**config.mk**
```make
export PLATFORM = sky130hd
export DESIGN_NAME = rfm_merge_unit
export DESIGN_NICKNAME = d
export VERILOG_FILES = /design/src/rtl/rfm_pkg.sv /design/src/rtl/rfm_rotator.sv /design/src/rtl/rfm_window.sv /design/src/rtl/rfm_truth.sv /design/src/rtl/rfm_merge_unit.sv
export SDC_FILE = /design/constraint.sdc
export NUM_CORES = 1
export LEC_CHECK = 0
export ABC_AREA = 1
export BUFFER_PORTS_ARGS = -buffer_cell sky130_fd_sc_hd__buf_2
export CAP_MARGIN = 15
export CORE_UTILIZATION = 55
export CTS_BUF_LIST = sky130_fd_sc_hd__clkbuf_16
export DETAILED_ROUTE_END_ITERATION = 16
export GPL_ROUTABILITY_DRIVEN = 0
export HOLD_SLACK_MARGIN = 0.08
export PLACE_DENSITY = 0.8
export SLEW_MARGIN = 20
export SYNTH_ARGS = -nofsm -noshare
export SYNTH_HDL_FRONTEND = slang
export SYNTH_SLANG_ARGS = --single-unit
```
**constraint.sdc**
```tcl
create_clock -name clk -period 2.85 [get_ports clk]
set_input_delay 0.1425 -clock clk [delete_from_list [all_inputs] [get_ports clk]]
set_output_delay 0.1425 -clock clk [all_outputs]
set_load 0.02 [all_outputs]
```
**src/rtl/rfm_pkg.sv**
```systemverilog
package rfm_pkg;

    localparam int RFM_W = 32;

    typedef enum logic [3:0] {
        LF_ZERO   = 4'b0000,
        LF_AND    = 4'b1000,
        LF_XOR    = 4'b0110,
        LF_OR     = 4'b1110,
        LF_PASS_L = 4'b1100,
        LF_PASS_R = 4'b1010,
        LF_ONES   = 4'b1111
    } lfunc_e;

    typedef struct packed {
        logic [3:0] func;
        logic       keep_right;
    } rfm_ctrl_t;

    // number of bits covered by a circular inclusive window
    function automatic int window_span(int first, int last, int width);
        if (first <= last)
            return last - first + 1;
        return width - first + last + 1;
    endfunction

endpackage

```
**src/rtl/rfm_rotator.sv**
```systemverilog
module rfm_rotator #(
    parameter int DATA_W = rfm_pkg::RFM_W,
    localparam int AMT_W = $clog2(DATA_W)
) (
    input  logic [DATA_W-1:0] data_i,
    input  logic [AMT_W-1:0]  amt_i,
    output logic [DATA_W-1:0] data_o
);

    logic [DATA_W-1:0] stage [AMT_W+1];

    assign stage[0] = data_i;

    for (genvar s = 0; s < AMT_W; s++) begin : g_stage
        localparam int SH = 1 << s;
        assign stage[s+1] = amt_i[s]
            ? {stage[s][DATA_W-1-SH:0], stage[s][DATA_W-1:DATA_W-SH]}
            : stage[s];
    end

    assign data_o = stage[AMT_W];

endmodule

```
**src/rtl/rfm_window.sv**
```systemverilog
module rfm_window #(
    parameter int DATA_W = rfm_pkg::RFM_W,
    localparam int AMT_W = $clog2(DATA_W)
) (
    input  logic [AMT_W-1:0]  first_i,
    input  logic [AMT_W-1:0]  last_i,
    output logic [DATA_W-1:0] mask_o
);

    logic [DATA_W-1:0] at_or_above;
    logic [DATA_W-1:0] at_or_below;
    logic              wraps;

    for (genvar i = 0; i < DATA_W; i++) begin : g_pos
        localparam logic [AMT_W-1:0] POS = AMT_W'(i);
        assign at_or_above[i] = (POS >= first_i);
        assign at_or_below[i] = (POS <= last_i);
    end

    assign wraps  = (first_i > last_i);
    assign mask_o = wraps ? (at_or_above | at_or_below)
                          : (at_or_above & at_or_below);

endmodule

```
**src/rtl/rfm_truth.sv**
```systemverilog
module rfm_truth #(
    parameter int DATA_W = rfm_pkg::RFM_W
) (
    input  logic [DATA_W-1:0] a_i,
    input  logic [DATA_W-1:0] b_i,
    input  logic [3:0]        func_i,
    output logic [DATA_W-1:0] y_o
);

    for (genvar i = 0; i < DATA_W; i++) begin : g_bit
        assign y_o[i] = func_i[{a_i[i], b_i[i]}];
    end

endmodule

```
**src/rtl/rfm_merge_unit.sv**
```systemverilog
module rfm_merge_unit #(
    parameter int DATA_W  = rfm_pkg::RFM_W,
    parameter bit REG_OUT = 1'b1,
    localparam int AMT_W  = $clog2(DATA_W)
) (
    input  logic              clk,
    input  logic              rst,
    input  logic [31:0]       left_i,
    input  logic [31:0]       right_i,
    input  logic [4:0]        rot_amt_i,
    input  logic [4:0]        win_first_i,
    input  logic [4:0]        win_last_i,
    input  logic [3:0]        func_i,
    input  logic              keep_right_i,
    output logic [31:0]       result_o
);

    import rfm_pkg::*;

    rfm_ctrl_t         ctrl;
    logic [DATA_W-1:0] rot_left;
    logic [DATA_W-1:0] fn_out;
    logic [DATA_W-1:0] win_mask;
    logic [DATA_W-1:0] keep_src;
    logic [DATA_W-1:0] merged;

    assign ctrl.func       = func_i;
    assign ctrl.keep_right = keep_right_i;

    rfm_rotator #(.DATA_W(DATA_W)) u_rot (
        .data_i (left_i),
        .amt_i  (rot_amt_i),
        .data_o (rot_left)
    );

    rfm_window #(.DATA_W(DATA_W)) u_win (
        .first_i (win_first_i),
        .last_i  (win_last_i),
        .mask_o  (win_mask)
    );

    rfm_truth #(.DATA_W(DATA_W)) u_fn (
        .a_i    (rot_left),
        .b_i    (right_i),
        .func_i (ctrl.func),
        .y_o    (fn_out)
    );

    assign keep_src = ctrl.keep_right ? right_i : left_i;
    assign merged   = (fn_out & win_mask) | (keep_src & ~win_mask);

    if (REG_OUT) begin : g_reg
        logic [DATA_W-1:0] result_q;
        always_ff @(posedge clk) begin
            if (rst) result_q <= '0;
            else     result_q <= merged;
        end
        assign result_o = result_q;

        AST_PIPE_LATENCY: assert property (@(posedge clk) disable iff (rst)
            !rst |=> (result_o == $past(merged)));
        AST_RESET_CLEAR: assert property (@(posedge clk)
            rst |=> (result_o == '0));
    end else begin : g_comb
        assign result_o = merged;
    end

    function automatic logic [DATA_W-1:0] ref_rotate(logic [DATA_W-1:0] x,
                                                     logic [AMT_W-1:0] n);
        logic [2*DATA_W-1:0] wide;
        wide = {x, x} << n;
        return wide[2*DATA_W-1:DATA_W];
    endfunction

    AST_ROTATE_WRAP: assert property (@(posedge clk) disable iff (rst)
        rot_left == ref_rotate(left_i, rot_amt_i));
    AST_WINDOW_ENDS: assert property (@(posedge clk) disable iff (rst)
        win_mask[win_first_i] && win_mask[win_last_i]);
    AST_WINDOW_SPAN: assert property (@(posedge clk) disable iff (rst)
        $countones(win_mask) == window_span(int'(win_first_i), int'(win_last_i), DATA_W));
    AST_OUTSIDE_KEPT: assert property (@(posedge clk) disable iff (rst)
        ((merged ^ (keep_right_i ? right_i : left_i)) & ~win_mask) == '0);

endmodule

```
; ---- Yosys cells after proc, flatten, opt, wreduce, memory -nomap -nowiden
; Index checks and enable logic that the tools add are counted.
[classes]
mux = 71
order_cmp = 97
n_bitwise = 6
[op_table]
columns = op, count
row1 = $mux 32, 7
row2 = $and 32x32->32, 3
row3 = $lt 2x3->1 const B, 32
row4 = $ge 5x5->1 const A, 16
row5 = $le 5x5->1 const A, 16
row6 = $bmux 1 s2, 32
row7 = $or 32x32->32, 2
row8 = $ge 4x5->1 const A, 8
row9 = $le 4x5->1 const A, 8
row10 = $mux 1, 32
row11 = $not 32->32, 1
row12 = $ge 3x5->1 const A, 4
row13 = $le 3x5->1 const A, 4
row14 = $ge 1x5->1 const A, 2
row15 = $ge 2x5->1 const A, 2
row16 = $le 1x5->1 const A, 2
row17 = $le 2x5->1 const A, 2
row18 = $gt 5x5->1, 1
[word_totals]
out_inout_bits = 32
wordCells = 175
reg_bits = 32

; ---- Longest topological paths before layout
[logic_depth]
word_depth = 9
ltp_mapped = 15

; ---- Hierarchy
; Synthesis repeated with hierarchy kept, for this count alone.
[unflattened]
cells_unflattened = 1269
area_unflattened_um2 = 6530.0
[modules_own_cells]
columns = mod, seq_area_each_um2, instances, cells_per_inst, area_each_um2
row1 = rfm_rotator, 0.0, 1, 392, 2217.1
row2 = rfm_merge_unit, 640.6, 1, 299, 1735.4
row3 = rfm_truth, 0.0, 1, 304, 1316.3
row4 = rfm_window, 0.0, 1, 274, 1261.2

; ---- Worst setup path before layout
; No wires, ideal clock.
[synth_path]
kind = input-to-reg
startpoint = input port win_last_i[3]
endpoint = register g_reg.result_q[14] (netlist: result_o[14])
path_buffers = 2
path_stages = 15
arrival_time_ns = 1.625
path_slack_ns = 1.115
cell_sequence = buf_2 > inv_1 > ha_1 > nand2_1 > nor2_1 > nand2_1 > o211ai_2 > nand2_4 > inv_2 > buf_6 > o21ai_0 > nand2_1 > nand3_1 > nand3_1 > inv_1
[synth_between]
elab_chain_cells = 6
word_cells_on_any_way = 9
[synth_rtl]
columns = item, line_no
row1 = from (decl), rfm_merge_unit.sv:12  ; input logic [4:0] win_last_i,
row2 = $le 4x5->1, rfm_window.sv:17  ; assign at_or_below[i] = (POS <= last_i);
row3 = $and 32x32->32 / $or 32x32->32 (equally long branches), "rfm_window.sv:22, rfm_window.sv:21"
row4 = $mux 32 *, rfm_window.sv:21  ; assign mask_o = wraps ? (at_or_above | at_or_below)
row5 = $not 32->32, rfm_merge_unit.sv:50  ; assign merged = (fn_out & win_mask) | (keep_src & ~win_mask);
row6 = $and 32x32->32, rfm_merge_unit.sv:50
row7 = $or 32x32->32 *, rfm_merge_unit.sv:50
row8 = to (signal assigned), rfm_merge_unit.sv:56  ; else result_q <= merged;
row9 = to (decl), rfm_merge_unit.sv:53  ; logic [DATA_W-1:0] result_q;
; Every way passes the cells marked *; elsewhere a longest branch is shown, timed or not.
; A chain may end at the register's enable or synchronous reset.

; ---- Worst setup path after layout
[layout_path]
startpoint = input port win_last_i[4]
endpoint = register g_reg.result_q[7] (netlist: result_o[7])
[layout_between]
elab_chain_cells = 6
word_cells_on_any_way = 9
[layout_rtl]
columns = item, line_no
row1 = $le 3x5->1, rfm_window.sv:17
row2 = $and 32x32->32 / $or 32x32->32 (equally long branches), "rfm_window.sv:22, rfm_window.sv:21"
row3 = $mux 32 *, rfm_window.sv:21
row4 = $not 32->32, rfm_merge_unit.sv:50
row5 = $and 32x32->32, rfm_merge_unit.sv:50
row6 = $or 32x32->32 *, rfm_merge_unit.sv:50
; Marked as above.

==> report_table.html <==
<table>
<tr><th>Metric</th><th>Value</th></tr>
<tr><th colspan="2">STA</th></tr>
<tr><td>Final cycle utilization of the critical path</td><td>around 75%</td></tr>
<tr><td>Final-report hold violation count</td><td>0</td></tr>
<tr><td>Pin slew with the least headroom to its limit</td><td>1.02 ns</td></tr>
<tr><td>Worst max-slew margin expressed relative to the limit</td><td>32.2%</td></tr>
<tr><td>Total Negative Setup Slacks</td><td>0 ns</td></tr>
<tr><td>Achievable Freq</td><td>between 400 and 500 MHz</td></tr>
<tr><td>Number of failing setup endpoints in the final timing report</td><td>0</td></tr>
<tr><td>Unrepaired setup endpoints after global routing</td><td>no</td></tr>
<tr><td>Final critical-path required period</td><td>between 2 and 2.5 ns</td></tr>
<tr><td>Final max-slew violation count</td><td>0</td></tr>
<tr><td>Worst slack on hold paths</td><td>0.267 ns</td></tr>
<tr><td>Fin worst setup slack</td><td>0.714 ns</td></tr>
<tr><th colspan="2">Place</th></tr>
<tr><td>Count of buffers from port buffering</td><td>approximately 120</td></tr>
<tr><td>Cell Area, Placed</td><td>about 6000 um2</td></tr>
<tr><td>Setup WS pre-CTS</td><td>between 0.4 and 0.5 ns</td></tr>
<tr><td>Sum of net half-perimeters after detailed placement</td><td>~16 mm</td></tr>
<tr><th colspan="2">CTS</th></tr>
<tr><td>Root buf cell</td><td>sky130_fd_sc_hd__clkbuf_16</td></tr>
<tr><td>CTS Buf Count</td><td>5</td></tr>
<tr><td>Count of clock tree sinks</td><td>32</td></tr>
<tr><td>Number of levels the H-tree was split into</td><td>2</td></tr>
<tr><td>Clock Pin Slew Worst Setup and Hold Paths</td><td>0.06 ns</td></tr>
<tr><td>CTS tree</td><td>yes</td></tr>
<tr><td>Number of buffers added for setup after CTS</td><td>0</td></tr>
<tr><td>Clock tree buffer depth</td><td>2</td></tr>
<tr><td>Resize count post-CTS</td><td>0</td></tr>
<tr><td>CTS hold repair buffers</td><td>0</td></tr>
<tr><th colspan="2">Yosys</th></tr>
<tr><td>Yosys warning total</td><td>0</td></tr>
<tr><td>Area share of the largest cell type after synthesis</td><td>32.9%</td></tr>
<tr><td>Main combinational cell family by area after synthesis</td><td>simple AND/OR/NAND/NOR gates</td></tr>
<tr><td>Mean instance size in the synthesized netlist</td><td>approximately 5.4 um2</td></tr>
<tr><td>Mapped Nets</td><td>about 1,100</td></tr>
<tr><td>Post-synthesis cell area</td><td>5570 um2</td></tr>
<tr><td>Post-synthesis mux area share</td><td>under 10%</td></tr>
<tr><td>Post-synthesis sequential element count</td><td>32</td></tr>
<tr><td>Post-synth top area cell</td><td>sky130_fd_sc_hd__nand3_1</td></tr>
<tr><td>Count of flip-flops with a built-in enable after synthesis</td><td>0</td></tr>
<tr><td>Cell variety after synth</td><td>36</td></tr>
<tr><td>Synthesized-area fraction occupied by xor and xnor cells</td><td>0%</td></tr>
<tr><td>Complex-gate fraction of the synthesized area</td><td>approximately 15%</td></tr>
<tr><td>Simple-gate share of the synthesized area</td><td>a little under three fifths</td></tr>
<tr><td>Post-synthesis instance total</td><td>~1,000</td></tr>
<tr><td>Dominant cells by area after synthesis</td><td>sky130_fd_sc_hd__nand3_1, sky130_fd_sc_hd__nand2_1, sky130_fd_sc_hd__dfxtp_1, sky130_fd_sc_hd__o21ai_0, sky130_fd_sc_hd__inv_1</td></tr>
<tr><td>Sequential fraction of the synthesis area</td><td>a little under an eighth</td></tr>
<tr><td>FFs w/ async S/R, synth</td><td>0%</td></tr>
<tr><td>Synth Flop Type</td><td>sky130_fd_sc_hd__dfxtp_1</td></tr>
<tr><td>Fraction of the mapped netlist area in adder cells</td><td>~1.1%</td></tr>
<tr><th colspan="2">Floorplan</th></tr>
<tr><td>Chip Width</td><td>just over 100 um</td></tr>
<tr><td>Cell Rows</td><td>36</td></tr>
<tr><td>Effective utilization at floorplan</td><td>57.0%</td></tr>
<tr><td>Io pins</td><td>around 120</td></tr>
<tr><td>Core footprint</td><td>between 9000 and 10,000 um2</td></tr>
<tr><td>Die ar.</td><td>10,500 um2</td></tr>
<tr><td>Chip height</td><td>roughly 100 um</td></tr>
<tr><th colspan="2">Pwr</th></tr>
<tr><td>Power density over the cells</td><td>between 300 and 400 nW/um2</td></tr>
<tr><td>Worst vdd ir</td><td>a little under 300 uV</td></tr>
<tr><td>Leakage power</td><td>about 3.2 nW</td></tr>
<tr><th colspan="2">Global routing</th></tr>
<tr><td>First-pass GRT wire length</td><td>between 30 and 40 mm</td></tr>
<tr><td>Total routing resource utilization after global routing</td><td>slightly above 40%</td></tr>
<tr><td>Largest net degree at the start of global routing</td><td>33</td></tr>
<tr><td>Aggregate global routing overflow</td><td>0</td></tr>
<tr><td>Initial antenna violation count</td><td>0</td></tr>
<tr><td>Number of global-route vias before repair</td><td>~6,500</td></tr>
<tr><th colspan="2">Critical path</th></tr>
<tr><td>Critical Path End Type</td><td>flop</td></tr>
<tr><td>Arrival time of the worst setup path</td><td>2.31 ns</td></tr>
<tr><td>Peak per-stage delay on the critical path</td><td>about 0.36 ns</td></tr>
<tr><td>Series of cell instances along the critical path</td><td>buf_2 -&gt; inv_1 -&gt; ha_1 -&gt; nand2_1 -&gt; nor2_1 -&gt; nand2_1 -&gt; o211ai_2 -&gt; nand2_4 -&gt; inv_2 -&gt; o21ai_0 -&gt; nand2_1 -&gt; nand3_1 -&gt; nand3_1 -&gt; inv_1</td></tr>
<tr><td>Largest delay share family, worst path</td><td>buffers and inverters</td></tr>
<tr><td>Cell repeated most along the worst path</td><td>sky130_fd_sc_hd__nand2_1</td></tr>
<tr><td>Number of buffer and inverter stages on the critical path</td><td>4</td></tr>
<tr><td>Endpoint required time on the critical path</td><td>approximately 3.0 ns</td></tr>
<tr><td>Highest-delay cell along the critical path</td><td>sky130_fd_sc_hd__inv_2</td></tr>
<tr><td>Critical Path Source Type</td><td>input pin</td></tr>
<tr><td>Crit Path Category</td><td>input pin to flop</td></tr>
<tr><td>Critical-path maximum fanout</td><td>25</td></tr>
<tr><th colspan="2">Job</th></tr>
<tr><td>Maximum Capacitance Violations</td><td>0</td></tr>
<tr><th colspan="2">Routing</th></tr>
<tr><td>Total vias in the final route</td><td>~7,800</td></tr>
<tr><td>Remaining design rule violation count</td><td>0</td></tr>
<tr><td>Residual antenna-violating net count after detailed routing</td><td>0</td></tr>
<tr><td>DR WL/cell</td><td>between 15 and 20 um</td></tr>
<tr><td>Drt total wl</td><td>approximately 22 mm</td></tr>
<tr><td>Vias/cell</td><td>roughly 6.3</td></tr>
<tr><td>Number of search-and-repair iterations in the first detailed-routing pass</td><td>6</td></tr>
<tr><td>Initial DRC Count</td><td>1,030</td></tr>
<tr><th colspan="2">Layout</th></tr>
<tr><td>Fraction of final layout cells with drive strength greater than 1</td><td>between 10% and 20%</td></tr>
<tr><td>Total non-filler cell area in the finished layout</td><td>6200 um2</td></tr>
<tr><td>Number of flip-flops in the largest register</td><td>32</td></tr>
<tr><td>Diodes inserted</td><td>0</td></tr>
<tr><td># nets final</td><td>1,190</td></tr>
<tr><td>Layout Area Growth over Synthesis</td><td>11.3%</td></tr>
<tr><td>End-of-flow core utilization</td><td>a little under two thirds</td></tr>
<tr><th colspan="2">Hold path</th></tr>
<tr><td>Type of the most critical hold path</td><td>input pin to flop</td></tr>
<tr><th colspan="2">Outcome</th></tr>
<tr><td>Outcome</td><td>completed</td></tr>
</table>
cell usage in the layout (no fill, tap or decap):
cell and count:
sky130_fd_sc_hd__mux2_2 12, sky130_fd_sc_hd__ha_1 5, sky130_fd_sc_hd__nor2_2 3, sky130_fd_sc_hd__nand2_2 20, sky130_fd_sc_hd__nand3_1 366, sky130_fd_sc_hd__inv_2 7
sky130_fd_sc_hd__o21ai_1 18, sky130_fd_sc_hd__buf_4 8, sky130_fd_sc_hd__mux2i_1 17, sky130_fd_sc_hd__or3_1 2, sky130_fd_sc_hd__buf_2 117, sky130_fd_sc_hd__clkbuf_16 5
sky130_fd_sc_hd__clkinv_2 2, sky130_fd_sc_hd__nand4_1 1, sky130_fd_sc_hd__o21ai_2 3, sky130_fd_sc_hd__nor2_8 1, sky130_fd_sc_hd__o211ai_1 10, sky130_fd_sc_hd__or2_1 2
sky130_fd_sc_hd__nand2_1 255, sky130_fd_sc_hd__o2111ai_1 3, sky130_fd_sc_hd__nor3_1 2, sky130_fd_sc_hd__dfxtp_1 32, sky130_fd_sc_hd__a31oi_1 3, sky130_fd_sc_hd__o21ai_0 90
sky130_fd_sc_hd__clkinv_1 1, sky130_fd_sc_hd__a21oi_1 24, sky130_fd_sc_hd__nor2_4 1, sky130_fd_sc_hd__nor2_1 24, sky130_fd_sc_hd__or2_2 3, sky130_fd_sc_hd__inv_6 1
sky130_fd_sc_hd__nand2_4 2, sky130_fd_sc_hd__o211ai_2 1, sky130_fd_sc_hd__bufinv_16 1, sky130_fd_sc_hd__inv_1 58
final timing paths:
check	start	endpoint	depth (start not counted)
max	win_last_i[4]	result_o[7]	14
min	right_i[9]	result_o[9]	5
synthesized netlist by cell type, types with 3 or more instances:
library cell	n
sky130_fd_sc_hd__buf_4	5
sky130_fd_sc_hd__nand3_1	366
sky130_fd_sc_hd__inv_2	7
sky130_fd_sc_hd__inv_1	57
sky130_fd_sc_hd__or2_2	3
sky130_fd_sc_hd__a21oi_1	24
sky130_fd_sc_hd__ha_1	5
sky130_fd_sc_hd__mux2i_1	17
sky130_fd_sc_hd__dfxtp_1	32
sky130_fd_sc_hd__o21ai_1	18
sky130_fd_sc_hd__o211ai_1	10
sky130_fd_sc_hd__nor2_1	24
sky130_fd_sc_hd__nand2_2	20
sky130_fd_sc_hd__nand2_1	255
sky130_fd_sc_hd__buf_6	8
sky130_fd_sc_hd__buf_2	19
sky130_fd_sc_hd__buf_1	4
sky130_fd_sc_hd__o21ai_0	90
sky130_fd_sc_hd__o21ai_2	3
sky130_fd_sc_hd__clkbuf_1	25
sky130_fd_sc_hd__mux2_2	12
sky130_fd_sc_hd__a31oi_1	3
sky130_fd_sc_hd__nor2_2	3
sky130_fd_sc_hd__o2111ai_1	3
power by group:
| part | internal, W | leakage (nW) | switching, W |
|---|---|---|---|
| sequential | 0.000509 | 0.267 | 0.0000205 |
| combinational | 0.000400 | 2.85 | 0.000834 |
| clock | 0.000408 | 0.0850 | 0.000221 |
| total | 0.00132 | 3.20 | 0.00108 |
final cells by class:
| cell class | count | area (um2) |
|---|---|---|
| repair buffers | 125 | 646 |
| inverters | 67 | 258 |
| flip-flops and latches | 32 | 641 |
| multi-input cells | 868 | 4320 |
| well taps | 133 | 166 |
| fillers | 1055 | 3580 |
| clock inverters | 3 | 38.8 |
| clock buffers | 5 | 125 |
through the flow:
step / power, W / std cells
floorplan: 0.00139 / 1029
global placement: 0.00171 / 1225
detailed placement: 0.00172 / 1225
CTS: 0.00235 / 1233
global route: 0.00253 / 1233
finish: 0.00239 / 1233
layer usage:
layer  up-vias  part of all wire (%)  global-route usage, %
met5         -                     0                      0
met2       613                    41                   61.3
met4         0                   8.0                   29.6
li1       3700                     -                      -
met3       115                    14                   6.92
met1      3365                    38                   53.7
logic make-up (layout without fill, tap and decap cells):
family / after synthesis / after routing
buffers and inverters: 129 / 200
DFF: 32 / 32
muxes: 29 / 29
and+or+nand+nor: 682 / 682
AOI/OAI and AO/OA: 152 / 152
adders and majority gates: 5 / 5
Note: power is estimated with default switching activity, not from simulation.
